**src/rtl/lrsc_pkg.sv**
```systemverilog
package lrsc_pkg;

  localparam logic [4:0] F5_LR = 5'b00010;
  localparam logic [4:0] F5_SC = 5'b00011;
  localparam logic [2:0] F3_W  = 3'b010;
  localparam logic [2:0] F3_D  = 3'b011;

  typedef enum logic [4:0] {
    EXC_ILLEGAL  = 5'd2,
    EXC_LD_MISAL = 5'd4,
    EXC_LD_FAULT = 5'd5,
    EXC_ST_MISAL = 5'd6,
    EXC_ST_FAULT = 5'd7
  } exc_cause_e;

  typedef enum logic [1:0] {
    OP_ILL = 2'd0,
    OP_LR  = 2'd1,
    OP_SC  = 2'd2
  } op_e;

endpackage

```
**src/rtl/lrsc_decode.sv**
```systemverilog
module lrsc_decode
  import lrsc_pkg::*;
(
  input  logic [4:0] funct5_i,
  input  logic [2:0] funct3_i,
  input  logic [4:0] rs2_field_i,
  output op_e        op_o,
  output logic       dword_o
);

  logic width_ok;

  assign width_ok = (funct3_i == F3_W) || (funct3_i == F3_D);
  assign dword_o  = (funct3_i == F3_D);

  always_comb begin
    op_o = OP_ILL;
    if (width_ok) begin
      if (funct5_i == F5_LR && rs2_field_i == 5'd0) op_o = OP_LR;
      else if (funct5_i == F5_SC)                   op_o = OP_SC;
    end
  end

endmodule

```
**src/rtl/lrsc_granule.sv**
```systemverilog
module lrsc_granule #(
  parameter logic [63:0] RAM_BASE   = 64'h8000_0000,
  parameter int unsigned GRAN_BYTES = 8,
  localparam int unsigned GRAN_LG   = $clog2(GRAN_BYTES),
  localparam int unsigned GW        = 64 - GRAN_LG
) (
  input  logic [63:0]   addr_i,
  output logic          below_o,
  output logic [GW-1:0] gran_o
);

  logic [63:0] offs;

  assign below_o = addr_i < RAM_BASE;
  assign offs    = addr_i - RAM_BASE;
  assign gran_o  = GW'(offs >> GRAN_LG);

endmodule

```
**src/rtl/lrsc_resv.sv**
```systemverilog
module lrsc_resv #(
  parameter int unsigned GW = 61
) (
  input  logic          clk_i,
  input  logic          rst_ni,
  input  logic          set_i,
  input  logic [GW-1:0] set_gran_i,
  input  logic          clr_i,
  input  logic          snoop_valid_i,
  input  logic [GW-1:0] snoop_gran_i,
  output logic          valid_o,
  output logic [GW-1:0] gran_o
);

  logic          valid_q;
  logic [GW-1:0] gran_q;
  logic          snoop_hit;
  logic          snoop_on_set;

  assign snoop_hit    = snoop_valid_i && valid_q && (snoop_gran_i == gran_q);
  assign snoop_on_set = snoop_valid_i && (snoop_gran_i == set_gran_i);
  // a snoop in the same cycle already kills the reservation seen by an SC
  assign valid_o      = valid_q && !snoop_hit;
  assign gran_o       = gran_q;

  always_ff @(posedge clk_i or negedge rst_ni) begin
    if (!rst_ni) begin
      valid_q <= 1'b0;
      gran_q  <= '0;
    end else if (set_i) begin
      valid_q <= !snoop_on_set;
      gran_q  <= set_gran_i;
    end else if (clr_i || snoop_hit) begin
      valid_q <= 1'b0;
    end
  end

endmodule

```
**src/rtl/lrsc_unit.sv**
```systemverilog
module lrsc_unit
  import lrsc_pkg::*;
#(
  parameter logic [63:0] RAM_BASE   = 64'h8000_0000,
  parameter int unsigned GRAN_BYTES = 8
) (
  input  logic        clk_i,
  input  logic        rst_ni,
  input  logic        req_valid_i,
  input  logic [4:0]  funct5_i,
  input  logic [2:0]  funct3_i,
  input  logic [4:0]  rs2_field_i,
  input  logic [63:0] rs1_addr_i,
  input  logic [63:0] rs2_data_i,
  output logic        mem_req_o,
  output logic        mem_we_o,
  output logic [63:0] mem_addr_o,
  output logic [7:0]  mem_be_o,
  output logic [63:0] mem_wdata_o,
  input  logic [63:0] mem_rdata_i,
  input  logic        snoop_valid_i,
  input  logic [63:0] snoop_addr_i,
  output logic        done_o,
  output logic [63:0] rd_data_o,
  output logic        exc_valid_o,
  output logic [4:0]  exc_cause_o,
  output logic [63:0] exc_tval_o
);

  localparam int unsigned GRAN_LG = $clog2(GRAN_BYTES);
  localparam int unsigned GW      = 64 - GRAN_LG;
  localparam int unsigned LANES   = 2;

  op_e           op;
  logic          dword;
  logic          req_below, snp_below;
  logic [GW-1:0] req_gran, snp_gran, res_gran;
  logic          res_valid;
  logic          misal;

  logic is_lr, is_sc, is_ill;
  logic lr_ok, lr_bad;
  logic sc_nores, sc_chk, sc_bad, sc_pass, sc_hit;
  logic done_d, exc_d;
  exc_cause_e cause_d;

  logic        done_q, exc_q, lr_q, dword_q, hi_q, sc_fail_q;
  exc_cause_e  cause_q;
  logic [63:0] tval_q;
  logic [31:0] half;

  lrsc_decode u_dec (
    .funct5_i    (funct5_i),
    .funct3_i    (funct3_i),
    .rs2_field_i (rs2_field_i),
    .op_o        (op),
    .dword_o     (dword)
  );

  lrsc_granule #(.RAM_BASE(RAM_BASE), .GRAN_BYTES(GRAN_BYTES)) u_gran_req (
    .addr_i  (rs1_addr_i),
    .below_o (req_below),
    .gran_o  (req_gran)
  );

  lrsc_granule #(.RAM_BASE(RAM_BASE), .GRAN_BYTES(GRAN_BYTES)) u_gran_snp (
    .addr_i  (snoop_addr_i),
    .below_o (snp_below),
    .gran_o  (snp_gran)
  );

  assign misal = dword ? (rs1_addr_i[2:0] != 3'd0) : (rs1_addr_i[1:0] != 2'd0);

  assign is_lr  = req_valid_i && (op == OP_LR);
  assign is_sc  = req_valid_i && (op == OP_SC);
  assign is_ill = req_valid_i && (op == OP_ILL);

  assign lr_ok    = is_lr && !misal && !req_below;
  assign lr_bad   = is_lr && (misal || req_below);
  // no reservation: fail before any address check
  assign sc_nores = is_sc && !res_valid;
  assign sc_chk   = is_sc && res_valid;
  assign sc_bad   = sc_chk && (misal || req_below);
  assign sc_pass  = sc_chk && !misal && !req_below;
  assign sc_hit   = sc_pass && (req_gran == res_gran);

  assign done_d = lr_ok || sc_nores || sc_pass;
  assign exc_d  = is_ill || lr_bad || sc_bad;

  always_comb begin
    cause_d = EXC_ILLEGAL;
    if (is_lr)      cause_d = misal ? EXC_LD_MISAL : EXC_LD_FAULT;
    else if (is_sc) cause_d = misal ? EXC_ST_MISAL : EXC_ST_FAULT;
  end

  lrsc_resv #(.GW(GW)) u_resv (
    .clk_i         (clk_i),
    .rst_ni        (rst_ni),
    .set_i         (lr_ok),
    .set_gran_i    (req_gran),
    .clr_i         (lr_bad || sc_nores || sc_pass),
    .snoop_valid_i (snoop_valid_i && !snp_below),
    .snoop_gran_i  (snp_gran),
    .valid_o       (res_valid),
    .gran_o        (res_gran)
  );

  // memory side
  assign mem_req_o  = lr_ok || sc_hit;
  assign mem_we_o   = sc_hit;
  assign mem_addr_o = {rs1_addr_i[63:3], 3'b000};

  for (genvar l = 0; l < LANES; l++) begin : g_lane
    assign mem_wdata_o[32*l +: 32] = dword ? rs2_data_i[32*l +: 32] : rs2_data_i[31:0];
    assign mem_be_o[4*l +: 4]      = {4{dword || (rs1_addr_i[2] == 1'(l))}};
  end

  always_ff @(posedge clk_i or negedge rst_ni) begin
    if (!rst_ni) begin
      done_q    <= 1'b0;
      exc_q     <= 1'b0;
      lr_q      <= 1'b0;
      dword_q   <= 1'b0;
      hi_q      <= 1'b0;
      sc_fail_q <= 1'b0;
      cause_q   <= EXC_ILLEGAL;
      tval_q    <= '0;
    end else begin
      done_q    <= done_d;
      exc_q     <= exc_d;
      lr_q      <= is_lr;
      dword_q   <= dword;
      hi_q      <= rs1_addr_i[2];
      sc_fail_q <= !sc_hit;
      if (exc_d) begin
        cause_q <= cause_d;
        tval_q  <= is_ill ? 64'd0 : rs1_addr_i;
      end
    end
  end

  assign half = hi_q ? mem_rdata_i[63:32] : mem_rdata_i[31:0];

  always_comb begin
    rd_data_o = '0;
    if (done_q) begin
      if (lr_q) rd_data_o = dword_q ? mem_rdata_i : {{32{half[31]}}, half};
      else      rd_data_o = {63'd0, sc_fail_q};
    end
  end

  assign done_o      = done_q;
  assign exc_valid_o = exc_q;
  assign exc_cause_o = cause_q;
  assign exc_tval_o  = exc_q ? tval_q : 64'd0;

endmodule

```
**config.mk**
```make
export PLATFORM = sky130hd
export DESIGN_NAME = lrsc_unit
export DESIGN_NICKNAME = d
export VERILOG_FILES = /design/src/rtl/lrsc_pkg.sv /design/src/rtl/lrsc_decode.sv /design/src/rtl/lrsc_granule.sv /design/src/rtl/lrsc_resv.sv /design/src/rtl/lrsc_unit.sv
export SDC_FILE = /design/constraint.sdc
export NUM_CORES = 1
export LEC_CHECK = 0
export ABC_CLOCK_PERIOD_IN_PS = 5000
export BUFFER_PORTS_ARGS = -buffer_cell sky130_fd_sc_hd__buf_2
export CORE_AREA = 2 2 211 213
export CTS_BUF_LIST = sky130_fd_sc_hd__clkbuf_4
export DETAILED_ROUTE_END_ITERATION = 7
export DIE_AREA = 0 0 213 215
export HOLD_SLACK_MARGIN = 0.08
export PLACE_DENSITY = 0.63
export SETUP_SLACK_MARGIN = 0.1
export SLEW_MARGIN = 20
export SYNTH_ARGS = -nofsm -noshare
export SYNTH_HDL_FRONTEND = slang
export SYNTH_SLANG_ARGS = --single-unit
```
**constraint.sdc**
```tcl
create_clock -name clk_i -period 5 [get_ports clk_i]
set_clock_uncertainty 0.1 [all_clocks]
set_input_delay 1 -clock clk_i [delete_from_list [all_inputs] [get_ports clk_i]]
set_output_delay 1 -clock clk_i [all_outputs]
set_load 0.02 [all_outputs]
```
==> results of run 1 <==
## registers in the layout (all words and copies together) (netlist names)
signal,flops
hi_q,1
exc_cause_o,3
u_resv.valid_q,1
dword_q,1
u_resv.gran_o,61
exc_valid_o,1
sc_fail_q,1
lr_q,1
done_o,1
tval_q,64
## worst register-to-register path, stage by stage (launching register included)
cell,delay (ns)
dfrtp_1,0.44
buf_4,0.16
xnor2_2,0.13
buf_4,0.14
nand3_1,0.07
or4b_2,0.67
or4_4,0.56
nor3_2,0.18
nand4_1,0.19
nor4_4,0.37
buf_12,0.17
buf_4,0.12
o31a_1,0.11
a221oi_1,0.09
## cell usage in the layout (no fill, tap or decap), types with 7 or more instances in the layout
| master | synthesis | layout |
|---|---|---|
| buf_2 | 10 | 529 |
| nand2_1 | 395 | 393 |
| buf_4 | 107 | 215 |
| xnor2_1 | 146 | 144 |
| dfrtp_1 | 134 | 133 |
| xor2_1 | 82 | 80 |
| a21oi_1 | 73 | 73 |
| mux2i_1 | 70 | 70 |
| and2_1 | 69 | 69 |
| o21ai_0 | 49 | 49 |
| nor2_1 | 38 | 38 |
| nand4_1 | 38 | 38 |
| nor4_1 | 43 | 36 |
| mux2_2 | 32 | 32 |
| nor3_1 | 26 | 21 |
| nand3_1 | 20 | 19 |
| or3_1 | 20 | 19 |
| diode_2 | 0 | 17 |
| clkbuf_4 | 0 | 17 |
| nand2b_1 | 10 | 9 |
| nor2b_1 | 10 | 9 |
| nor4_4 | 6 | 8 |
| nor3_2 | 4 | 8 |
| or4_4 | 3 | 8 |
| buf_6 | 6 | 8 |
| or2_2 | 7 | 7 |
| inv_1 | 11 | 7 |
| nand4b_1 | 7 | 7 |
## metal layers
| metal | share of wire (%) | vias to the layer above | GRT usage [%] |
|---|---|---|---|
| met2 | 46 | 617 | 45.3 |
| met5 | 0.12 | - | 0 |
| li1 | - | 6586 | - |
| met1 | 43 | 6868 | 37.3 |
| met4 | 3.4 | 12 | 10.2 |
| met3 | 7.7 | 100 | 6.68 |
## power by group
group          switching (W)  leakage, nW  internal [W]
combinational       0.000540         6.21      0.000339
sequential         0.0000101         1.87       0.00110
clock               0.000513        0.166      0.000359
total                0.00106         8.24       0.00179
## worst max path at each step
| stage | from | endpoint | cells past startpoint |
|---|---|---|---|
| floorplan | snoop_addr_i[31] | mem_req_o | 11 |
| global placement | rs1_addr_i[25] | mem_req_o | 12 |
| detailed placement | rs1_addr_i[25] | mem_req_o | 12 |
| CTS | u_resv.gran_o[12]$_DFFE_PN0P_ | mem_req_o | 11 |
| global route | snoop_addr_i[32] | mem_req_o | 14 |
| finish | snoop_addr_i[32] | mem_req_o | 14 |
## final cells by class
type,count,area (sq um)
Tap cell,592,741
Sequential cell,135,3380
Clock buffer,17,128
Multi-Input combinational cell,1275,8400
Fill cell,4664,26300
Timing Repair Buffer,755,4410
Clock inverter,14,185
Antenna cell,17,42.5
Inverter,12,52.6
## metrics by stage
step	utilization [%]	power (W)	instances
6_report	39.7	0.00286	2817
5_1_grt	39.7	0.00299	2807
4_1_cts	39.2	0.00287	2794
3_5_place_dp	38.4	0.00199	2761
3_3_place_gp	38.4	0.00198	2761
2_1_floorplan	-	0.00157	1624
## kinds of logic (layout without fill, tap and decap cells)
family | count (synthesis) | in the layout | share of synthesized area [%]
AND/OR/NAND/NOR | 753 | 753 | 30.2
XOR/XNOR | 233 | 233 | 16.5
buffers and inverters | 214 | 798 | 9.88
AO/OA/AOI/OAI | 180 | 180 | 8.55
flip-flops | 135 | 135 | 26.4
multiplexers | 102 | 102 | 8.30
adder cells (fa/ha/maj) | 2 | 2 | 0.196
other | 1 | 22 | 0.0293
## repair_timing
action                                  CTS  global route
pin swaps                                 7            17
setup buffers                             2             6
gates cloned                              0             0
hold buffers                              0             0
gates resized for setup                  14            29
endpoints found under the setup margin    2             2
==> run summary, run 1 <==
The worst-case register-to-register setup slack is 1.33 ns, and the site row count is 77. The time the final worst path needs with I/O delays and setup works out to 5.12 ns. The number of DRC markers after the initial detailed-route iteration is 1141, and the via total after detailed routing is 14200. Root buffer cell: clkbuf_4.

The number of cells on the worst reg-to-reg path came out at 13. The floorplan die width is 213 um, and the post-layout worst setup margin is -0.118 ns. From synthesis to final layout, the design area changed by 35.7%. Setup repair after global routing could not meet its margin everywhere.

In the synthesized netlist, the number of instances is 1620. In the synthesized netlist the async set-or-reset flop fraction comes to 100%. The power per unit of standard cell area was 165 nW/um^2. The core box area is 43600 sq um. Wires add up to 66300 um.

The die covers 45800 sq um. Entering global routing, the biggest net connects 82 pins. The dominant delay contributor by cell family on the critical path was simple AND/OR/NAND/NOR gates. Kind of critical path: in -> out. The biggest cell delay along the critical path came out at 0.50 ns. Ranked by instance count, the synthesized netlist is headed by nand2_1 (395), xnor2_1 (146), dfrtp_1 (134).

The run gives 2 as the count of final setup violators. The library cell with the largest summed area after synthesis was dfrtp_1. In the synthesized netlist the dominant register cell turns out to be dfrtp_1.

In the global route stage, overall resource usage came out at 28.4%. After global routing the overflow that remains totals 0. The maximum count of clock buffers along a single path is 2.

Once the floorplan was initialized, standard cells occupied 29.3% of the core. The number of enable-type register cells in the synthesized netlist is 0. The actual slew at the worst max-slew pin was 1.00 ns; the number of H-tree levels was 4. Summing the sequential cell areas from Yosys gives 26.4% of the chip area.

Across all hold checks on the routed design, the worst slack comes to 0.304 ns. The signal on the critical path passes through buf_6 -> inv_4 -> ha_4 -> or4b_4 -> nor4_4 -> xnor2_1 -> buf_4 -> o211ai_1 -> or3_1 -> or3_4 -> nor4_4 -> buf_12 -> o31ai_4 -> buf_6. The first detailed-routing pass took 5 iterations. After clock tree synthesis, the clock-pin slew on the worst setup and hold paths is 0.14 ns. The count of yosys warnings during synthesis was 0; the placement-stage worst setup slack was -0.287 ns.

The worst-case IR drop observed on VDD is 0.150 mV. The number of buffers and inverters on the critical path is 5. After legalization and detailed placement, the total HPWL measured 55600 um. The TritonCTS sink count is 135. STA puts the critical path data required time at 3.90 ns. The logs give 14000 for the number of global-route vias before repair and 0 for the max-slew violation total from the final report.

STA classifies the critical path endpoint as an output pin. The startpoint identified for the worst register-to-register timing path is u_resv.gran_o[16]$_DFFE_PN0P_. The detail route stage leaves a number of antenna-violating nets equal to 0. The endpoint identified for the worst register-to-register timing path is u_resv.valid_q$_DFFE_PN0P_.

STA classifies the critical path startpoint as an input port. Layout cell share with drive strength beyond 1: 40.6%. Clock tree synthesis inserted a total of 17 buffers.

The worst slew margin relative to its limit is 33.2%. The maximum clock rate is 195 MHz, and the per-instance average area after synthesis is 7.89 sq um. Among all stages on the critical path, the largest delay is contributed by or4b_4.

After synthesis the cells add up to 12800 sq um. The final net count was 2471; the number of antenna violations at the first check in global routing was 24. The tools report the number of hold-slack violations in the final timing report as 0.

Input and output buffers added on the ports amount to 537. Clock latency on the worst-skew pair, taken at its later pin, is 0.63 ns. In this run, synthesis produced a sequential element count of 135. The number of max-cap violations is 0. The average routed wire per standard cell was 23.6 um. The final reports fail on setup timing.

By area the synthesized netlist is led by dfrtp_1 (26%), nand2_1 (12%), xnor2_1 (10%). At the worst endpoint, the arrival time is 4.02 ns. The synthesized netlist contains 80 unique library cells.

In the finished design, the share of the clock period the worst path needs comes to 102%. The tools report the post-place instance area as 16700 sq um. Routed via count divided by cell count: 5.03. The class of the tightest hold or removal check is in -> async.

The biggest fanout along the worst timing path is 3, and the top cell type's share of synthesized area is 26.2%. TritonCTS built the clock tree. Standby leakage power: 8.24 nW. The run gives 93900 um as the global-route wire length before repair. Pin placement for this block handled 546 I/O pins. After detailed routing, the number of remaining DRC violations is 0.

The run finished, with violations left. Leading cell type by number of instances after synthesis: nand2_1. The post-route standard cell area excluding fillers is 17300 sq um, and the die extent in y is 215 um. At the end of routability-driven placement, the weighted congestion stood at 0.980. The post-route setup TNS came out at -0.214 ns.
Power figures use the tool's default switching activity.
==> inputs of run 2 (changes only) <==
--- a/config.mk
+++ b/config.mk
@@ -5,15 +5,16 @@
 export SDC_FILE = /design/constraint.sdc
 export NUM_CORES = 1
 export LEC_CHECK = 0
-export ABC_CLOCK_PERIOD_IN_PS = 5000
+export ABC_CLOCK_PERIOD_IN_PS = 6450
 export BUFFER_PORTS_ARGS = -buffer_cell sky130_fd_sc_hd__buf_2
 export CORE_AREA = 2 2 211 213
 export CTS_BUF_LIST = sky130_fd_sc_hd__clkbuf_4
 export DETAILED_ROUTE_END_ITERATION = 7
 export DIE_AREA = 0 0 213 215
 export HOLD_SLACK_MARGIN = 0.08
-export PLACE_DENSITY = 0.63
+export PLACE_DENSITY = 0.55
 export SETUP_SLACK_MARGIN = 0.1
+export SKIP_CTS_REPAIR_TIMING = 1
 export SLEW_MARGIN = 20
 export SYNTH_ARGS = -nofsm -noshare
 export SYNTH_HDL_FRONTEND = slang
==> constraint.sdc (replaced) <==
create_clock -name clk_i -period 6.45 [get_ports clk_i]
set_clock_uncertainty 0.1 [all_clocks]
set_input_delay 1.29 -clock clk_i [delete_from_list [all_inputs] [get_ports clk_i]]
set_output_delay 1.29 -clock clk_i [all_outputs]
set_load 0.02 [all_outputs]
==> run 2 against run 1 <==
The flow now finishes without violations. Count of clock-buffer cells in the layout unchanged. Flip-flop and latch count unchanged. Worst setup slack gained 0.30 ns. Global-route usage down 6.4 points. Sequential share of layout area up 2.0 points. Die area did not move. Worst hold slack improved by 0.10 ns. Sequential power decreased by 23%. First-iteration DRC count fell by 31%. Final area down 9.4%. Core utilization is 3.8 points lower. Critical path type unchanged. Largest power group unchanged.
==> run summary, run 2 (same netlist as run 1, synthesis figures left out) <==
The number of antenna violations at the first check in global routing is 5 (-79%). The leftover overflow at the end of global routing is 0 (unchanged), and the initial core utilization is 29.3% (unchanged). The number of global-route vias before repair is 12400 (-11%), and the number of flip-flops under the largest register name is 64 (unchanged). The total detailed-routing wirelength was 52800 um (-20%); the worst slew margin relative to its limit was 31.4% (-1.7 points). Kind of critical path: in -> out. Max-slew violation total from the final report: 0 (unchanged). Biggest fanout along the worst timing path: 5 (+2).

The number of max-cap violations is 0 (unchanged). The logs give 45800 sq um (unchanged) for the area enclosed by the die boundary and 4.88 ns (+0.86 ns) for the critical path arrival. The post-route setup TNS came out at 0 ns (+0.214 ns). Worst hold endpoint: exc_cause_o[2]$_DFFE_PN0P_.

Half-perimeter wire length after placement: 42600 um (-23%). Ranked by flip-flop count, first place goes to tval_q. The final-layout fill cell count was 4744 (+1.7%); the number of DRC markers after the initial detailed-route iteration was 787 (-31%). The final worst-path cycle share works out to 97.2%. The number of placed I/O pins was 546 (unchanged); the number of buffers created by CTS was 17 (unchanged). The average routed wire per standard cell is 20.1 um (-15%), and the maximum number of pins on one net before global-route repair is 93 (+13%). The startpoint type of the worst setup path is an input port.

In this run the worst hold path is classified as reg -> reg. The number of cells on the worst reg-to-reg path is 9 (-4), and the site row count is 77 (unchanged). The required time at the worst-slack endpoint was 5.06 ns (+1.16 ns). The power per unit of standard cell area is 131 nW/um^2 (-20%), and the total routing usage reported by global routing is 22.0% (-6.4 points). The final net count was 2293 (-7.2%); the floorplan die width was 213 um (unchanged). Via total after detailed routing: 13100 (-7.4%). The maximum count of clock buffers along a single path came out at 2 (unchanged).

For the core box area, the log shows 43600 sq um (unchanged). The run finished with clean final reports. In this run the most critical hold path is launched from exc_cause_o[2]$_DFFE_PN0P_. The routed via count divided by cell count is 5.00 (-0.68%). The logs give 0.964 (-1.6%) for the final estimated routing congestion in global placement and 8230 sq um (-2.0%) for the area taken by multi-input logic gates. Setup repair after global routing left no endpoint under its margin. TritonCTS built the clock tree.

The tools report the latest clock arrival within the worst-skew pair as 0.61 ns (-0.02 ns). The depth of the worst hold-timing path is 1. Leaving out fill and tap cells, the most frequent cell in the layout is buf_2. Element type at the critical path end: an output pin. The number of H-tree levels came out at 4 (unchanged).

The worst-case register-to-register setup slack was 2.39 ns (+1.06 ns); the area growth from synthesis to layout was 22.9%. The TritonCTS sink count came out at 135 (unchanged). The number of design rule violations left after detail routing is 0 (unchanged).

The clock slew seen by the registers of the worst setup and hold paths came out at 0.14 ns (about the same). For the storage element area, the log shows 3380 sq um (about the same). The die extent in y works out to 215 um (unchanged). For the number of nets with antenna violations after detailed routing, the log shows 0 (unchanged). Clock tree synthesis selected as its root buffer the cell clkbuf_4. The standby leakage power is 7.31 nW (-11%), and the time the final worst path needs with I/O delays and setup is 6.27 ns.

The tools report the endpoint of the worst register-to-register path as sc_fail_q$_DFF_PN0_. The library cells used most frequently in the layout, excluding fill and tap cells, are buf_2 (536), nand2_1 (393), xnor2_1 (145), dfrtp_1 (132), xor2_1 (81). The number of hold-slack violations in the final timing report is 0 (unchanged).

Maximum clock rate: 159 MHz. The run gives 76300 um (-19%) as the global-route wire length before repair. The actual slew at the worst max-slew pin was 1.03 ns (+0.0258 ns); the layout cell share with drive strength beyond 1 was 34.2% (-6.4 points). Count of final setup violators: 0 (-2).

The tools report the worst-case vdd ir drop as 0.101 mV (-33%). The post-route core utilization came out at 36.0% (-3.8 points). For the number of search-and-repair iterations in the first detailed-routing pass, the log shows 7 (+2). The startpoint identified for the worst register-to-register timing path is u_resv.gran_o[12]$_DFFE_PN0P_.

The number of I/O port buffers is 537 (unchanged).
run 2: layer usage:
layer	global-route usage, %	share of wire, %	wire, um
met5	0	0.030	16
met4	4.43	1.5	784
met3	4.34	7.2	3790
met2	37.3	48	25600
met1	29.0	43	22600
run 2: final cells by class:
class	count	share of cell area, %
multi-input combinational	1275	52.4
sequential	135	21.5
timing repair buffer	577	19.1
tap	592	4.72
clock inverter	15	1.03
clock buffer	17	0.813
inverter	12	0.287
antenna	3	0.0478
run 2: worst max-delay path, cell delays in order:
cell     delay (ns)
buf_2          0.14
xor2_1         0.17
nor4_1         0.29
nand4_1        0.23
or4_1          0.58
or4_1          0.48
or4_1          0.58
nor4_1         0.36
nand4_1        0.22
o31ai_1        0.32
buf_2          0.22
run 2: per-stage QoR:
stage | total power, W | hold WS, ns | instances | setup WS, ns | area (sq um)
2_1_floorplan | 0.00122 | 0.394 | 1624 | 0.580 | 12800
3_3_place_gp | 0.00145 | 0.374 | 2591 | 0.221 | 15400
3_5_place_dp | 0.00146 | 0.382 | 2591 | 0.168 | 15400
4_1_cts | 0.00208 | 0.414 | 2623 | 0.152 | 15600
5_1_grt | 0.00216 | 0.449 | 2624 | 0.112 | 15700
6_report | 0.00206 | 0.406 | 2626 | 0.180 | 15700
run 2: power breakdown:
part | switching [W] | internal [W] | total [W] | leakage (nW)
logic | 0.000373 | 0.000210 | 0.000584 | 5.30
registers | 0.0000110 | 0.000849 | 0.000860 | 1.87
clock network | 0.000406 | 0.000207 | 0.000614 | 0.152
total | 0.000791 | 0.00127 | 0.00206 | 7.31
run 2: how the worst max path moves through the flow:
stage | from | endpoint | cells past startpoint | slack (ns)
2_1_floorplan | rs1_addr_i[31] | mem_req_o | 12 | 0.58
6_report | rs1_addr_i[25] | mem_req_o | 11 | 0.18
3_5_place_dp | rs1_addr_i[31] | mem_req_o | 13 | 0.17
4_1_cts | rs1_addr_i[31] | mem_req_o | 13 | 0.15
5_1_grt | snoop_addr_i[32] | mem_req_o | 12 | 0.11
3_3_place_gp | rs1_addr_i[31] | mem_we_o | 12 | 0.22
